<file path="config.mk">
export PLATFORM = sky130hd
export DESIGN_NAME = sector_seq
export DESIGN_NICKNAME = d
export VERILOG_FILES = /design/src/rtl/ss_pkg.sv /design/src/rtl/ss_deser.sv /design/src/rtl/ss_edc.sv /design/src/rtl/ss_ctl.sv /design/src/rtl/sector_seq.sv
export SDC_FILE = /design/constraint.sdc
export NUM_CORES = 1
export LEC_CHECK = 0
export BUFFER_PORTS_ARGS = -buffer_cell sky130_fd_sc_hd__buf_2
export CAP_MARGIN = 20
export CORE_ASPECT_RATIO = 1.25
export CORE_MARGIN = 2
export CORE_UTILIZATION = 43
export CTS_CLUSTER_SIZE = 10
export DETAILED_ROUTE_END_ITERATION = 6
export PLACE_DENSITY = 0.64
export SLEW_MARGIN = 20
export SYNTH_ARGS = -nofsm -noshare
export SYNTH_HDL_FRONTEND = slang
export SYNTH_SLANG_ARGS = --single-unit
</file>
<file path="constraint.sdc">
create_clock -name clk -period 4.55 [get_ports clk]
set_input_delay 0.91 -clock clk [delete_from_list [all_inputs] [get_ports clk]]
set_output_delay 0.91 -clock clk [all_outputs]
set_load 0.05 [all_outputs]
</file>
<file path="src/rtl/ss_pkg.sv">
package ss_pkg;

   localparam int unsigned BYTE_W   = 8;
   localparam int unsigned EDC_W    = 32;
   localparam logic [EDC_W-1:0] EDC_POLY_REFL = 32'hD801_8001;

   typedef enum logic [1:0] {
      SEL_DATA = 2'd0,
      SEL_FLAG = 2'd1,
      SEL_STAT = 2'd2
   } buf_sel_e;

   // one byte through the reflected EDC, LSB first
   function automatic logic [EDC_W-1:0] edc_byte(input logic [EDC_W-1:0] rem_in,
                                                 input logic [BYTE_W-1:0] dat);
      logic [EDC_W-1:0] r;
      logic fb;
      r = rem_in;
      for (int b = 0; b < BYTE_W; b++) begin
         fb = r[0] ^ dat[b];
         r  = r >> 1;
         if (fb) r = r ^ EDC_POLY_REFL;
      end
      return r;
   endfunction

   function automatic logic [1:0] mode_decode(input logic [BYTE_W-1:0] b);
      if (b == 8'd1)      return 2'd1;
      else if (b == 8'd2) return 2'd2;
      else                return 2'd0;
   endfunction

endpackage

</file>
<file path="src/rtl/ss_deser.sv">
module ss_deser
   import ss_pkg::*;
(
   input  logic              clk,
   input  logic              rst_n,
   input  logic              clr,
   input  logic              accept,
   input  logic              bit_vld,
   input  logic              bit_dat,
   input  logic              bit_err,
   output logic              byte_vld,
   output logic [BYTE_W-1:0] byte_dat,
   output logic              byte_err
);
   localparam int unsigned CNT_W = $clog2(BYTE_W);
   localparam logic [CNT_W-1:0] CNT_LAST = CNT_W'(BYTE_W - 1);

   logic [BYTE_W-2:0] shift_q;
   logic [CNT_W-1:0]  cnt_q;
   logic              errs_q;
   logic              take;

   assign take     = bit_vld && accept;
   assign byte_vld = take && (cnt_q == CNT_LAST);
   assign byte_dat = {bit_dat, shift_q};
   assign byte_err = errs_q | bit_err;

   always_ff @(posedge clk) begin
      if (!rst_n || clr) begin
         shift_q <= '0;
         cnt_q   <= '0;
         errs_q  <= 1'b0;
      end else if (take) begin
         shift_q <= {bit_dat, shift_q[BYTE_W-2:1]};
         cnt_q   <= cnt_q + 1'b1;
         errs_q  <= (cnt_q == CNT_LAST) ? 1'b0 : (errs_q | bit_err);
      end
   end

endmodule

</file>
<file path="src/rtl/ss_edc.sv">
module ss_edc
   import ss_pkg::*;
#(
   parameter int unsigned IDX_W = 12,
   parameter int unsigned START = 0
) (
   input  logic              clk,
   input  logic              rst_n,
   input  logic              clr,
   input  logic              in_vld,
   input  logic [BYTE_W-1:0] in_dat,
   input  logic [IDX_W-1:0]  in_idx,
   output logic [EDC_W-1:0]  rem
);
   logic hit;

   generate
      if (START == 0) begin : g_from_first
         logic [IDX_W-1:0] idx_unused;
         assign idx_unused = in_idx;
         assign hit = in_vld;
      end else begin : g_from_offset
         localparam logic [IDX_W-1:0] START_I = IDX_W'(START);
         assign hit = in_vld && (in_idx >= START_I);
      end
   endgenerate

   always_ff @(posedge clk) begin
      if (!rst_n || clr)  rem <= '0;
      else if (hit)       rem <= edc_byte(rem, in_dat);
   end

endmodule

</file>
<file path="src/rtl/ss_ctl.sv">
module ss_ctl
   import ss_pkg::*;
#(
   parameter int unsigned SEC_BYTES    = 2352,
   parameter int unsigned MODE_OFS     = 15,
   parameter int unsigned SUBH_OFS     = 18,
   parameter int unsigned FORM_BIT     = 5,
   parameter int unsigned M1_EDC_END   = 2067,
   parameter int unsigned M2F1_EDC_END = 2075,
   parameter int unsigned IDX_W        = 12
) (
   input  logic              clk,
   input  logic              rst_n,
   input  logic              sec_start,
   input  logic              byte_vld,
   input  logic [BYTE_W-1:0] byte_dat,
   input  logic              byte_err,
   input  logic [EDC_W-1:0]  rem_full,
   input  logic [EDC_W-1:0]  rem_late,
   output logic              accept,
   output logic [IDX_W-1:0]  cur_idx,
   output logic              buf_we,
   output logic [1:0]        buf_sel,
   output logic [IDX_W-1:0]  buf_idx,
   output logic [BYTE_W-1:0] buf_wdata
);
   localparam int unsigned FLAG_W = IDX_W - 3;
   localparam logic [IDX_W-1:0] LAST_I  = IDX_W'(SEC_BYTES - 1);
   localparam logic [IDX_W-1:0] FLD_I   = IDX_W'(SEC_BYTES - 4);
   localparam logic [IDX_W-1:0] MODE_I  = IDX_W'(MODE_OFS);
   localparam logic [IDX_W-1:0] SUBH_I  = IDX_W'(SUBH_OFS);
   localparam logic [IDX_W-1:0] M1END_I = IDX_W'(M1_EDC_END);
   localparam logic [IDX_W-1:0] F1END_I = IDX_W'(M2F1_EDC_END);

   logic              active_q;
   logic [IDX_W-1:0]  bidx_q;
   logic [FLAG_W-1:0] fidx_q;
   logic [1:0]        mode_q;
   logic              form_q;
   logic              err_seen_q;
   logic              edc_fail_q;
   logic              fld_nz_q;
   logic [BYTE_W-1:0] flag_acc_q;
   logic              pend_flag_q;
   logic              pend_stat_q;
   buf_sel_e          sel_q;

   logic              edc_due;
   logic              edc_bad;
   logic [BYTE_W-1:0] stat_byte;

   assign accept  = active_q && !sec_start;
   assign cur_idx = bidx_q;
   assign buf_sel = sel_q;

   // EDC verdict: due when the data write of the range's last stored byte is out
   always_comb begin
      edc_due = 1'b0;
      edc_bad = 1'b0;
      unique case (mode_q)
         2'd1: begin
            edc_due = (buf_idx == M1END_I);
            edc_bad = (rem_full != '0);
         end
         2'd2: begin
            if (form_q) begin
               edc_due = (buf_idx == LAST_I);
               edc_bad = fld_nz_q && (rem_late != '0);
            end else begin
               edc_due = (buf_idx == F1END_I);
               edc_bad = (rem_late != '0);
            end
         end
         default: ;
      endcase
   end

   assign stat_byte = {3'b000, err_seen_q, edc_fail_q,
                       form_q & (mode_q == 2'd2), mode_q};

   always_ff @(posedge clk) begin
      if (!rst_n) begin
         active_q    <= 1'b0;
         bidx_q      <= '0;
         fidx_q      <= '0;
         mode_q      <= '0;
         form_q      <= 1'b0;
         err_seen_q  <= 1'b0;
         edc_fail_q  <= 1'b0;
         fld_nz_q    <= 1'b0;
         flag_acc_q  <= '0;
         pend_flag_q <= 1'b0;
         pend_stat_q <= 1'b0;
         buf_we      <= 1'b0;
         sel_q       <= SEL_DATA;
         buf_idx     <= '0;
         buf_wdata   <= '0;
      end else begin
         buf_we <= 1'b0;
         if (sec_start) begin
            active_q    <= 1'b1;
            bidx_q      <= '0;
            fidx_q      <= '0;
            mode_q      <= '0;
            form_q      <= 1'b0;
            err_seen_q  <= 1'b0;
            edc_fail_q  <= 1'b0;
            fld_nz_q    <= 1'b0;
            flag_acc_q  <= '0;
            pend_flag_q <= 1'b0;
            pend_stat_q <= 1'b0;
         end else begin
            if (byte_vld) begin
               buf_we                  <= 1'b1;
               sel_q                   <= SEL_DATA;
               buf_idx                 <= bidx_q;
               buf_wdata               <= byte_dat;
               bidx_q                  <= bidx_q + 1'b1;
               flag_acc_q[bidx_q[2:0]] <= byte_err;
               err_seen_q              <= err_seen_q | byte_err;
               if (bidx_q == MODE_I) mode_q <= mode_decode(byte_dat);
               if (bidx_q == SUBH_I) form_q <= byte_dat[FORM_BIT];
               if (bidx_q >= FLD_I)  fld_nz_q <= fld_nz_q | (|byte_dat);
               if (bidx_q[2:0] == 3'd7) pend_flag_q <= 1'b1;
               if (bidx_q == LAST_I) begin
                  pend_stat_q <= 1'b1;
                  active_q    <= 1'b0;
               end
            end else if (pend_flag_q) begin
               buf_we      <= 1'b1;
               sel_q       <= SEL_FLAG;
               buf_idx     <= {3'b000, fidx_q};
               buf_wdata   <= flag_acc_q;
               fidx_q      <= fidx_q + 1'b1;
               pend_flag_q <= 1'b0;
            end else if (pend_stat_q) begin
               buf_we      <= 1'b1;
               sel_q       <= SEL_STAT;
               buf_idx     <= '0;
               buf_wdata   <= stat_byte;
               pend_stat_q <= 1'b0;
            end
            if (buf_we && (sel_q == SEL_DATA) && edc_due)
               edc_fail_q <= edc_bad;
         end
      end
   end

   // a flag byte always trails the data write that closed its group
   assert_flag_after_data_R2: assert property (@(posedge clk) disable iff (!rst_n)
      (buf_we && buf_sel == SEL_FLAG) |-> $past(buf_we && buf_sel == SEL_DATA));

   // the status byte always trails the last flag write
   assert_status_after_flag_R8: assert property (@(posedge clk) disable iff (!rst_n)
      (buf_we && buf_sel == SEL_STAT) |-> $past(buf_we && buf_sel == SEL_FLAG));

   // no data write may follow a cycle in which bits were refused
   assert_idle_no_data_R9: assert property (@(posedge clk) disable iff (!rst_n)
      !accept |=> !(buf_we && buf_sel == SEL_DATA));

   // form bit only reported for mode 2, upper bits clear
   assert_status_fields_R4: assert property (@(posedge clk) disable iff (!rst_n)
      (buf_we && buf_sel == SEL_STAT && buf_wdata[1:0] != 2'd2)
         |-> (!buf_wdata[2] && buf_wdata[7:5] == 3'b000));

endmodule

</file>
<file path="src/rtl/sector_seq.sv">
module sector_seq
   import ss_pkg::*;
#(
   parameter int unsigned SEC_BYTES    = 2352,
   parameter int unsigned MODE_OFS     = 15,
   parameter int unsigned SUBH_OFS     = 18,
   parameter int unsigned FORM_BIT     = 5,
   parameter int unsigned M2_START     = 16,
   parameter int unsigned M1_EDC_END   = 2067,
   parameter int unsigned M2F1_EDC_END = 2075,
   parameter int unsigned IDX_W        = $clog2(SEC_BYTES)
) (
   input  logic             clk,
   input  logic             rst_n,
   input  logic             sec_start,
   input  logic             bit_vld,
   input  logic             bit_dat,
   input  logic             bit_err,
   output logic             buf_we,
   output logic [1:0]       buf_sel,
   output logic [IDX_W-1:0] buf_idx,
   output logic [7:0]       buf_wdata
);
   localparam int unsigned N_EDC = 2;

   generate
      if (SEC_BYTES % BYTE_W != 0) begin : g_bad_len
         $error("sector length must be a whole number of flag groups");
      end
      if (M1_EDC_END >= SEC_BYTES || M2F1_EDC_END >= SEC_BYTES) begin : g_bad_end
         $error("EDC field must lie inside the sector");
      end
      if (MODE_OFS >= M2_START || SUBH_OFS >= M2F1_EDC_END) begin : g_bad_hdr
         $error("header fields must precede the EDC verdicts");
      end
      if (FORM_BIT >= BYTE_W || IDX_W < 4) begin : g_bad_w
         $error("form bit or index width out of range");
      end
   endgenerate

   logic              byte_vld;
   logic [BYTE_W-1:0] byte_dat;
   logic              byte_err;
   logic              accept;
   logic [IDX_W-1:0]  cur_idx;
   logic [EDC_W-1:0]  rem [N_EDC];

   ss_deser u_deser (
      .clk      (clk),
      .rst_n    (rst_n),
      .clr      (sec_start),
      .accept   (accept),
      .bit_vld  (bit_vld),
      .bit_dat  (bit_dat),
      .bit_err  (bit_err),
      .byte_vld (byte_vld),
      .byte_dat (byte_dat),
      .byte_err (byte_err)
   );

   // engine 0 covers the whole sector, engine 1 starts after the header
   for (genvar g = 0; g < N_EDC; g++) begin : g_edc
      ss_edc #(
         .IDX_W (IDX_W),
         .START ((g == 0) ? 0 : M2_START)
      ) u_edc (
         .clk    (clk),
         .rst_n  (rst_n),
         .clr    (sec_start),
         .in_vld (byte_vld),
         .in_dat (byte_dat),
         .in_idx (cur_idx),
         .rem    (rem[g])
      );
   end

   ss_ctl #(
      .SEC_BYTES    (SEC_BYTES),
      .MODE_OFS     (MODE_OFS),
      .SUBH_OFS     (SUBH_OFS),
      .FORM_BIT     (FORM_BIT),
      .M1_EDC_END   (M1_EDC_END),
      .M2F1_EDC_END (M2F1_EDC_END),
      .IDX_W        (IDX_W)
   ) u_ctl (
      .clk       (clk),
      .rst_n     (rst_n),
      .sec_start (sec_start),
      .byte_vld  (byte_vld),
      .byte_dat  (byte_dat),
      .byte_err  (byte_err),
      .rem_full  (rem[0]),
      .rem_late  (rem[1]),
      .accept    (accept),
      .cur_idx   (cur_idx),
      .buf_we    (buf_we),
      .buf_sel   (buf_sel),
      .buf_idx   (buf_idx),
      .buf_wdata (buf_wdata)
   );

endmodule

</file>
==> impl_metrics.env, run 1 <==
export IMPL_cts_hold_buf=0
export IMPL_synth_edf_count=0
export IMPL_start_util_pct=43.98
export IMPL_cp_num_buf_inv=0
export IMPL_ir_drop_v=0.0002174
export IMPL_final_cell_area_um2=7013
export IMPL_synth_cell_type_count=44
export IMPL_die_y_um=136.6
export IMPL_setup_viol_count_final=0
export IMPL_drtPass1Iterations=5
export IMPL_place_inst=859
export IMPL_final_common_cell="dfxtp_1"
export IMPL_period_minus_slack_ns=2.568
export IMPL_drv_slew=0
export IMPL_path_delay_family="simple AND/OR/NAND/NOR gates"
export IMPL_dieWidth_um=110.1
export IMPL_syn_nets=711
export IMPL_cts_made_buffers=17
export IMPL_regArea_um2=2723
export IMPL_maxSlewHeadroom_pct=32.60
export IMPL_reg2reg_depth=5
export IMPL_holdWs_ns=0.4579
export IMPL_yosysWarnings=0
export IMPL_path_common_cell="or4_4"
export IMPL_syn_to_final_growth_pct=15.95
export IMPL_cp_depth=5
export IMPL_cts_resized=0
export IMPL_drtIter0Drc=311
export IMPL_rsz0062_at_grt="false"
export IMPL_path_class="flip-flop to flip-flop"
export IMPL_syn_inst=696
export IMPL_clock_skew_ns=0.007098
export IMPL_core_rowCount=48
export IMPL_dpl_cell_area_um2=6292
export IMPL_route_detailed_drc=0
export IMPL_fillers=1275
export IMPL_syn_avg_cell_area_um2=8.690
export IMPL_fin_setup_tns_ns=0
export IMPL_p_leak_nw=2.729
export IMPL_place_port_buffers=28
export IMPL_synth_flop_cell="dfxtp_1"
export IMPL_cts_tree="built"
export IMPL_cts_sinks=136
export IMPL_crit_arrival_ns=2.87
export IMPL_synth_seq_area_share_pct=45.01
export IMPL_grt_first_pass_wirelength_um=24060
export IMPL_hold_path_depth=2
export IMPL_hp_class="flip-flop to flip-flop"
export IMPL_ys_ff_latch=136
export IMPL_cpPeakStageDelay_ns=0.77
export IMPL_grt_start_max_net_pins=52
export IMPL_p_per_area_nw_per_um2=414.4
export IMPL_io_pins=29
export IMPL_post_drt_wl_per_cell_um=16.64
export IMPL_cts_root_buf="clkbuf_16"
export IMPL_fmax_ghz=0.3894
export IMPL_maxCapViolations=0
export IMPL_worst_path_max_fanout=26
export IMPL_drive_gt1_share_pct=11.17
export IMPL_htree_levels=4
export IMPL_antenna_left=0
export IMPL_grt_overflow=0
export IMPL_end_kind="flip-flop"
export IMPL_grt_usage_pct=20.78
export IMPL_dp_hpwl_um=10070
export IMPL_drt_vias_per_instance=5.497
export IMPL_worstSkewPairLatency_ns=0.42
export IMPL_hold_viol_final=0
export IMPL_status="finished, final reports clean"
export IMPL_clockBufferDepth=2
export IMPL_p_total_mw=2.906
export IMPL_grt_pass1_vias=4841
export IMPL_routed_wl_um=14830
export IMPL_cts_setup_buffers=0
export IMPL_most_common_layout_cells="dfxtp_1 (136), nand2_1 (103), nor2_1 (54)"
export IMPL_ys_async_sr_fraction_pct=0
export IMPL_cts_clk_slew_worst_paths_ns=0.06
export IMPL_vias=4898
export IMPL_layout_nets=718
export IMPL_stdcell_count=891
export IMPL_cp_data_required_time_ns=4.85
export IMPL_antenna_found_initial=0
export IMPL_rrSetupSlack_ns=1.98
export IMPL_tightest_slew_ns=1.010
export IMPL_coreArea_um2=13750
export IMPL_start_kind="flip-flop"
export IMPL_fin_crit_sh_pct=56.44
export IMPL_netlist_area_um2=6048
export IMPL_crit_slowest_cell="o21ai_2"
export IMPL_multi_input_area_um2=3105
export IMPL_place_gp_congestion=0.8049
export IMPL_cp_cell_sequence="or4_4 -> or4_4 -> o21ai_2 -> or4_1 -> nand3_1"
export IMPL_dieArea_um2=15040
export IMPL_n_antenna_cell=0
==> sequential cells by signal, indices dropped and copies added (netlist names) <==
register           count
g_edc.u_edc.rem       64
u_ctl.active_q         1
u_ctl.buf_idx         12
u_ctl.buf_sel          2
u_ctl.buf_wdata        8
u_ctl.buf_we           1
u_ctl.cur_idx         12
u_ctl.edc_fail_q       1
u_ctl.err_seen_q       1
u_ctl.fidx_q           9
u_ctl.flag_acc_q       8
u_ctl.fld_nz_q         1
u_ctl.form_q           1
u_ctl.mode_q           2
u_ctl.pend_flag_q      1
u_ctl.pend_stat_q      1
u_deser.cnt_q          3
u_deser.errs_q         1
u_deser.shift_q        7
==> area by class of cell <==
cell class	count	area share (%)
Multi-Input combinational cell	502	44.28
Timing Repair Buffer	38	3.069
Clock inverter	10	3.372
Clock buffer	22	6.905
Tap cell	175	3.122
Inverter	8	0.4282
Sequential cell	136	38.82
==> tightest hold or removal path: stages, from the launching register on <==
cell      delay (ns)
dfxtp_1         0.30
nand2_1         0.04
a21boi_0        0.06
==> path summary, 6_finish.rpt <==
kind | from | to
worst max-delay path | u_ctl.cur_idx[6]$_SDFFE_PP0P_ | g_edc[1].u_edc.rem[0]$_SDFFE_PP0P_
worst min register to register | u_ctl.buf_wdata[2]$_SDFFE_PN0P_ | u_ctl.buf_wdata[2]$_SDFFE_PN0P_
worst max register to register | u_ctl.cur_idx[6]$_SDFFE_PP0P_ | g_edc[1].u_edc.rem[0]$_SDFFE_PP0P_
worst min-delay path | u_ctl.buf_wdata[2]$_SDFFE_PN0P_ | u_ctl.buf_wdata[2]$_SDFFE_PN0P_
==> cells in the mapped netlist (2+ instances only) <==
master | number | area [µm²]
nor2b_1 | 7 | 43.79
a21boi_0 | 6 | 45.04
nand2_1 | 104 | 390.4
xor2_1 | 38 | 332.8
clkbuf_1 | 35 | 131.4
or2_2 | 2 | 12.51
mux2i_1 | 11 | 110.1
a22o_1 | 23 | 201.4
or4_1 | 3 | 22.52
xnor2_1 | 43 | 376.6
a211oi_1 | 9 | 67.56
nand4_1 | 10 | 62.56
dfxtp_1 | 136 | 2723
nor4_1 | 19 | 118.9
a21oi_1 | 47 | 235.2
nand4b_1 | 2 | 17.52
o211a_1 | 13 | 130.1
or4_4 | 2 | 22.52
nor3b_1 | 5 | 37.54
ha_1 | 9 | 112.6
and3_1 | 3 | 18.77
nand3_1 | 38 | 190.2
buf_2 | 7 | 35.03
inv_1 | 8 | 30.03
nor2_1 | 56 | 210.2
nor3_1 | 11 | 55.05
buf_1 | 7 | 26.28
o211ai_1 | 11 | 82.58
and2_1 | 4 | 25.02
a22oi_1 | 2 | 15.01
nor4b_1 | 2 | 17.52
o21ai_0 | 11 | 55.05
==> per-stage QoR <==
| step | util [%] | worst slack, ns |
|---|---|---|
| after floorplan | - | 2.174 |
| after global placement | 45.75 | 1.763 |
| after detailed placement | 45.75 | 1.692 |
| after CTS | 50.99 | 1.969 |
| after global routing | 50.99 | 1.765 |
| final | 50.99 | 1.982 |
==> cells by family after synthesis <==
group / Yosys count / share of synthesized area (%)
AND/OR/NAND/NOR: 275 / 21.53
flip-flops: 136 / 45.01
AO/OA/AOI/OAI: 126 / 14.27
XOR/XNOR: 81 / 11.73
buffers and inverters: 58 / 3.765
multiplexers: 11 / 1.821
adder cells (fa/ha/maj): 9 / 1.862
==> where the power goes <==
group | leakage [nW] | switching [mW] | internal [mW]
clock | 0.351 | 0.515 | 1.15
sequential | 1.10 | 0.00157 | 1.19
combinational | 1.28 | 0.0377 | 0.0130
==> per-layer routing <==
layer / GRT usage [%] / vias up / wire, µm
met5: 0 / - / 0
met1: 26.05 / 2338 / 6497
li1: - / 2426 / -
met3: 5.143 / 28 / 724
met2: 34.08 / 106 / 7258
met4: 8.087 / 0 / 349
Note: power is estimated with default switching activity, not from simulation.
==> run 2, diff against run 1 <==
- clock period: 4.55 -> 2.5 ns (I/O delays scaled with it)
==> run 2 against run 1 <==
Worst setup slack got worse by 1.8 ns. Critical path depth up 1. Non-clock buffer count increased by 21. Via count is 2.6% higher. Count of clock-buffer cells in the layout up 3. Flip-flop and latch count is the same. Sequential power grew 82%. Highest routed layer unchanged.
==> impl_metrics.env, run 2 (synthesized netlist as in run 1, its figures left out) <==
export IMPL_largest_register="g_edc.u_edc.rem"
export IMPL_gr_usage_met1_pct=27.00
export IMPL_grt_usage_pct=21.76
export IMPL_cts_clk_slew_worst_paths_ns=0.05
export IMPL_clockBufferDepth=2
export IMPL_coreArea_um2=13750
export IMPL_grt_start_max_net_pins=61
export IMPL_crit_arrival_ns=2.67
export IMPL_ir_drop_v=0.0003343
export IMPL_reg2reg_depth=6
export IMPL_dieWidth_um=110.1
export IMPL_cp_num_buf_inv=0
export IMPL_r2r_end="u_ctl.mode_q[0]$_SDFFE_PP0P_"
export IMPL_clock_skew_ns=0.005798
export IMPL_grt_first_pass_wirelength_um=24810
export IMPL_status="finished, final reports clean"
export IMPL_fillers=1301
export IMPL_antenna_left=0
export IMPL_route_detailed_drc=0
export IMPL_p_leak_nw=2.759
export IMPL_cp_data_required_time_ns=2.85
export IMPL_tightest_slew_ns=0.6594
export IMPL_cts_sinks=136
export IMPL_cts_tree="built"
export IMPL_maxSlewHeadroom_pct=56.04
export IMPL_cts_root_buf="clkbuf_16"
export IMPL_place_port_buffers=28
export IMPL_path_common_cell="or4_4"
export IMPL_use_met3_pct=4.762
export IMPL_fmax_ghz=0.4315
export IMPL_dp_hpwl_um=10610
export IMPL_end_kind="flip-flop"
export IMPL_routed_wl_um=15160
export IMPL_place_gp_congestion=0.8665
export IMPL_final_common_cell="dfxtp_1"
export IMPL_core_rowCount=48
export IMPL_fin_setup_tns_ns=0
export IMPL_post_drt_wl_per_cell_um=16.68
export IMPL_worst_path_max_fanout=6
export IMPL_cts_made_buffers=17
export IMPL_rrSetupSlack_ns=0.18
export IMPL_cpPeakStageDelay_ns=0.54
export IMPL_worstSkewPairLatency_ns=0.42
export IMPL_grt_busiest_layer="met2"
export IMPL_drtPass1Iterations=5
export IMPL_drive_gt1_share_pct=12.67
export IMPL_vias=5026
export IMPL_io_pins=29
export IMPL_fin_crit_sh_pct=92.70
export IMPL_p_total_mw=4.634
export IMPL_drv_slew=0
export IMPL_htree_levels=4
export IMPL_largest_register_ffs=64
export IMPL_start_kind="flip-flop"
export IMPL_crit_slowest_cell="or4_4"
export IMPL_hold_viol_final=0
export IMPL_path_delay_family="simple AND/OR/NAND/NOR gates"
export IMPL_drt_vias_per_instance=5.529
export IMPL_p_per_area_nw_per_um2=659.5
export IMPL_grt_overflow=0
export IMPL_min_from="bit_err"
export IMPL_met2_usage_pct=35.69
export IMPL_cts_hold_buf=0
export IMPL_die_y_um=136.6
export IMPL_start_util_pct=43.98
export IMPL_hold_path_depth=3
export IMPL_syn_to_final_growth_pct=16.16
export IMPL_period_minus_slack_ns=2.317
export IMPL_setup_viol_count_final=0
export IMPL_antenna_found_initial=0
export IMPL_dieArea_um2=15040
export IMPL_rsz0062_at_grt="false"
export IMPL_grt_pass1_vias=4857
export IMPL_holdPathEnd="u_deser.errs_q$_SDFFE_PP0P_"
export IMPL_n_antenna_cell=0
export IMPL_hp_class="input pin to flip-flop"
export IMPL_drtIter0Drc=259
export IMPL_most_common_layout_cells="dfxtp_1 (136), nand2_1 (103), nor2_1 (54)"
export IMPL_cp_cell_sequence="or4_4 -> or4_4 -> nor2_4 -> nand2_2 -> or4b_1 -> a21oi_1"
export IMPL_maxCapViolations=0
export IMPL_layout_nets=739
export IMPL_r2r_start="u_ctl.cur_idx[7]$_SDFFE_PP0P_"
export IMPL_path_class="flip-flop to flip-flop"
[run 2: cell types whose count changed in the layout (fill, tap and decap cells not counted), moves of 2 or more]
cell	previous run	this run
buf_4	10	29
bufinv_16	7	2
clkinv_4	2	0
clkinv_2	0	2
buf_12	0	2
clkbuf_1	1	6
clkbuf_8	4	2
[run 2: how the worst max path moves through the flow]
| stage | startpoint | to | cells past startpoint |
|---|---|---|---|
| after floorplan | u_ctl.cur_idx[6]$_SDFFE_PP0P_ | u_ctl.mode_q[0]$_SDFFE_PP0P_ | 6 |
| after global placement | sec_start | g_edc[1].u_edc.rem[30]$_SDFFE_PP0P_ | 6 |
| after detailed placement | sec_start | g_edc[1].u_edc.rem[30]$_SDFFE_PP0P_ | 6 |
| after CTS | u_deser.cnt_q[0]$_SDFFE_PP0P_ | g_edc[1].u_edc.rem[30]$_SDFFE_PP0P_ | 7 |
| after global routing | u_deser.shift_q[5]$_SDFFE_PP0P_ | g_edc[1].u_edc.rem[28]$_SDFFE_PP0P_ | 6 |
| final | u_ctl.cur_idx[7]$_SDFFE_PP0P_ | u_ctl.mode_q[0]$_SDFFE_PP0P_ | 6 |
[run 2: area by class of cell]
cell class,count,area (µm²),share of cell area [%]
Clock buffer,25,475.5,6.768
Sequential cell,136,2723,38.75
Clock inverter,4,70.07,0.9973
Timing Repair Buffer,59,397.9,5.663
Multi-Input combinational cell,502,3110,44.27
Inverter,8,30.03,0.4274
Tap cell,175,219.0,3.117
[run 2: tightest hold or removal path: stages]
cell and delay, ns:
buf_2 0.10, a31oi_1 0.07, nor3_1 0.11
[run 2: where the power goes]
part           total, mW  switching (mW)  leakage, nW  internal [mW]
Combinational      0.105          0.0723         1.40         0.0323
Clock               2.35           0.857        0.267           1.50
Sequential          2.17         0.00274         1.10           2.17
Total               4.63           0.932         2.76           3.70
[run 2: timing repair]
| action | in CTS | in global routing |
|---|---|---|
| buffers inserted | 0 | 0 |
| endpoints found under the setup margin | 0 | 6 |
| resized for setup | 0 | 1 |
[run 2: routing by layer]
layer	vias up	wire, µm
met3	25	690
met1	2420	6612
met4	0	338
li1	2460	-
met5	-	0
met2	121	7516
[run 2: through the flow]
| step | utilization (%) | setup slack (ns) | area, µm² | std cells | hold slack (ns) |
|---|---|---|---|---|---|
| 2_1_floorplan | - | 0.3614 | 6048 | 696 | 0.4375 |
| 3_3_place_gp | 47.08 | 0.1826 | 6475 | 880 | 0.4462 |
| 3_5_place_dp | 47.08 | 0.06270 | 6475 | 880 | 0.4580 |
| 4_1_cts | 51.05 | 0.06728 | 7020 | 909 | 0.3990 |
| 5_1_grt | 51.08 | 0.08477 | 7025 | 909 | 0.4050 |
| 6_report | 51.08 | 0.1825 | 7025 | 909 | 0.4125 |
==> run 3, diff against run 2 <==
- ABC_AREA: default -> 1
==> run 3 against run 2 <==
Fmax up 12%. Routed wire length increased by 5.1%. Final cell count rose by 15%. Register-to-register slack better by 0.25 ns. Sequential power about the same. Die area is 4.0% higher. Final area is 3.6% higher. Global-route usage shrank 0.64 points. Largest power group unchanged.
==> impl_metrics.env, run 3 <==
export IMPL_start_kind="flip-flop"
export IMPL_place_port_buffers=28
export IMPL_use_met3_pct=4.443
export IMPL_fin_setup_tns_ns=0
export IMPL_drtIter0Drc=423
export IMPL_cts_made_buffers=17
export IMPL_layout_nets=869
export IMPL_largest_register_ffs=64
export IMPL_grt_pass1_vias=5220
export IMPL_cts_hold_buf=0
export IMPL_grt_usage_pct=21.11
export IMPL_hold_viol_final=0
export IMPL_p_total_mw=5.030
export IMPL_cp_data_required_time_ns=2.82
export IMPL_yosys_area_top_type="dfxtp_1"
export IMPL_clock_skew_ns=0.009277
export IMPL_synth_cell_type_count=40
export IMPL_fmax_ghz=0.4834
export IMPL_gr_usage_met1_pct=27.27
export IMPL_maxSlewHeadroom_pct=51.76
export IMPL_cts_setup_buffers=0
export IMPL_vias=5512
export IMPL_cts_root_buf="clkbuf_16"
export IMPL_synth_most_common_cell="dfxtp_1"
export IMPL_largest_register="g_edc.u_edc.rem"
export IMPL_clockBufferDepth=2
export IMPL_path_class="flip-flop to flip-flop"
export IMPL_ir_drop_v=0.0004713
export IMPL_htree_levels=4
export IMPL_drt_vias_per_instance=5.275
export IMPL_syn_nets=842
export IMPL_start_util_pct=43.92
export IMPL_io_pins=29
export IMPL_post_drt_wl_per_cell_um=15.25
export IMPL_die_y_um=139.3
export IMPL_p_leak_nw=2.943
export IMPL_antenna_found_initial=0
export IMPL_syn_avg_cell_area_um2=7.619
export IMPL_cts_tree="built"
export IMPL_place_gp_congestion=0.8381
export IMPL_dieArea_um2=15640
export IMPL_ys_async_sr_fraction_pct=0
export IMPL_met2_usage_pct=34.37
export IMPL_worst_path_max_fanout=19
export IMPL_tightest_slew_ns=0.7210
export IMPL_crit_arrival_ns=2.39
export IMPL_synth_top_area_share_pct=43.21
export IMPL_drtPass1Iterations=5
export IMPL_grt_first_pass_wirelength_um=26520
export IMPL_synth_flop_cell="dfxtp_1"
export IMPL_yosysWarnings=0
export IMPL_dieWidth_um=112.3
export IMPL_cts_sinks=136
export IMPL_drive_gt1_share_pct=11.53
export IMPL_drv_slew=0
export IMPL_syn_to_final_growth_pct=15.53
export IMPL_route_detailed_drc=0
export IMPL_worstSkewPairLatency_ns=0.42
export IMPL_status="finished, final reports clean"
export IMPL_synth_edf_count=0
export IMPL_synth_area_leaders="dfxtp_1 (43%), nand2_1 (7.9%), o21ai_0 (6.8%), inv_1 (5.8%), nor2_1 (4.6%)"
export IMPL_fin_crit_sh_pct=82.74
export IMPL_antenna_left=0
export IMPL_most_common_layout_cells="dfxtp_1 (136), nand2_1 (133), inv_1 (98)"
export IMPL_routed_wl_um=15930
export IMPL_n_antenna_cell=0
export IMPL_end_kind="flip-flop"
export IMPL_grt_busiest_layer="met2"
export IMPL_final_common_cell="dfxtp_1"
export IMPL_p_per_area_nw_per_um2=691.0
export IMPL_syn_inst=827
export IMPL_setup_viol_count_final=0
export IMPL_cts_resized=0
export IMPL_coreArea_um2=14350
export IMPL_core_rowCount=49
export IMPL_cts_clk_slew_worst_paths_ns=0.06
export IMPL_ys_ff_latch=136
export IMPL_period_minus_slack_ns=2.068
export IMPL_dp_hpwl_um=11550
export IMPL_grt_start_max_net_pins=31
export IMPL_rsz0062_at_grt="false"
export IMPL_netlist_area_um2=6301
export IMPL_synth_common_cells="dfxtp_1 (136), nand2_1 (133), inv_1 (98), o21ai_0 (86), nor2_1 (78)"
export IMPL_hp_class="input pin to flip-flop"
export IMPL_grt_overflow=0
export IMPL_maxCapViolations=0
export IMPL_synth_seq_area_share_pct=43.21
[run 3: routing by layer]
layer | wire, µm | vias up
li1 | - | 2808
met1 | 7255 | 2568
met2 | 7681 | 115
met3 | 670 | 21
met4 | 325 | 0
met5 | 0 | -
[run 3: report_power, final]
part / internal, mW / switching [mW] / leakage [nW]
Clock: 1.75 / 0.950 / 0.303
Sequential: 2.17 / 0.00630 / 1.10
Combinational: 0.0455 / 0.104 / 1.54
[run 3: path summary, 6_finish.rpt]
check | startpoint | endpoint | slack, ns | cells past startpoint
min | bit_err | u_deser.errs_q$_SDFFE_PP0P_ | 0.34 | 3
max reg2reg | u_deser.cnt_q[0]$_SDFFE_PP0P_ | u_ctl.fidx_q[7]$_SDFFE_PP0P_ | 0.43 | 12
min reg2reg | u_ctl.fld_nz_q$_SDFFE_PP0P_ | u_ctl.fld_nz_q$_SDFFE_PP0P_ | 0.46 | 2
max | u_deser.cnt_q[0]$_SDFFE_PP0P_ | u_ctl.fidx_q[7]$_SDFFE_PP0P_ | 0.43 | 12
[run 3: critical path, cell delays in order (launching register included)]
cell and delay [ns]:
dfxtp_1 0.32, ha_1 0.20, ha_1 0.19, nand2_2 0.19
nand2_4 0.10, inv_4 0.18, nand2_1 0.11, inv_1 0.08
nand3_1 0.12, nor2_2 0.15, nand3_1 0.09, o21ai_0 0.15
a21oi_1 0.05
[run 3: final cells by class]
class | count | area [µm²]
Fill cell | 1428 | 7067
Multi-Input combinational cell | 555 | 3052
Sequential cell | 136 | 2723
Clock buffer | 22 | 474.2
Inverter | 102 | 385.4
Timing Repair Buffer | 42 | 257.7
Tap cell | 178 | 222.7
Clock inverter | 10 | 165.2
[run 3: metrics by stage]
step	util (%)	setup slack [ns]	std cells	hold slack, ns	cell area (µm²)
after floorplan	-	0.7306	827	0.4316	6301
after global placement	46.28	0.4030	1013	0.4412	6640
after detailed placement	46.28	0.3758	1013	0.4527	6640
after CTS	50.74	0.4506	1045	0.3291	7279
after global routing	50.74	0.1811	1045	0.3630	7279
final	50.74	0.4315	1045	0.3356	7279
[run 3: kinds of logic (layout without fill, tap and decap cells)]
| group | Yosys count | after routing | share of synthesized area (%) |
|---|---|---|---|
| DFF | 136 | 136 | 43.21 |
| AOI/OAI and AO/OA | 198 | 198 | 17.77 |
| buffers and inverters | 136 | 176 | 8.479 |
| adders and majority gates | 9 | 9 | 1.787 |
| xor gates and xnor gates | 45 | 45 | 7.506 |
| and+or+nand+nor | 303 | 303 | 21.25 |
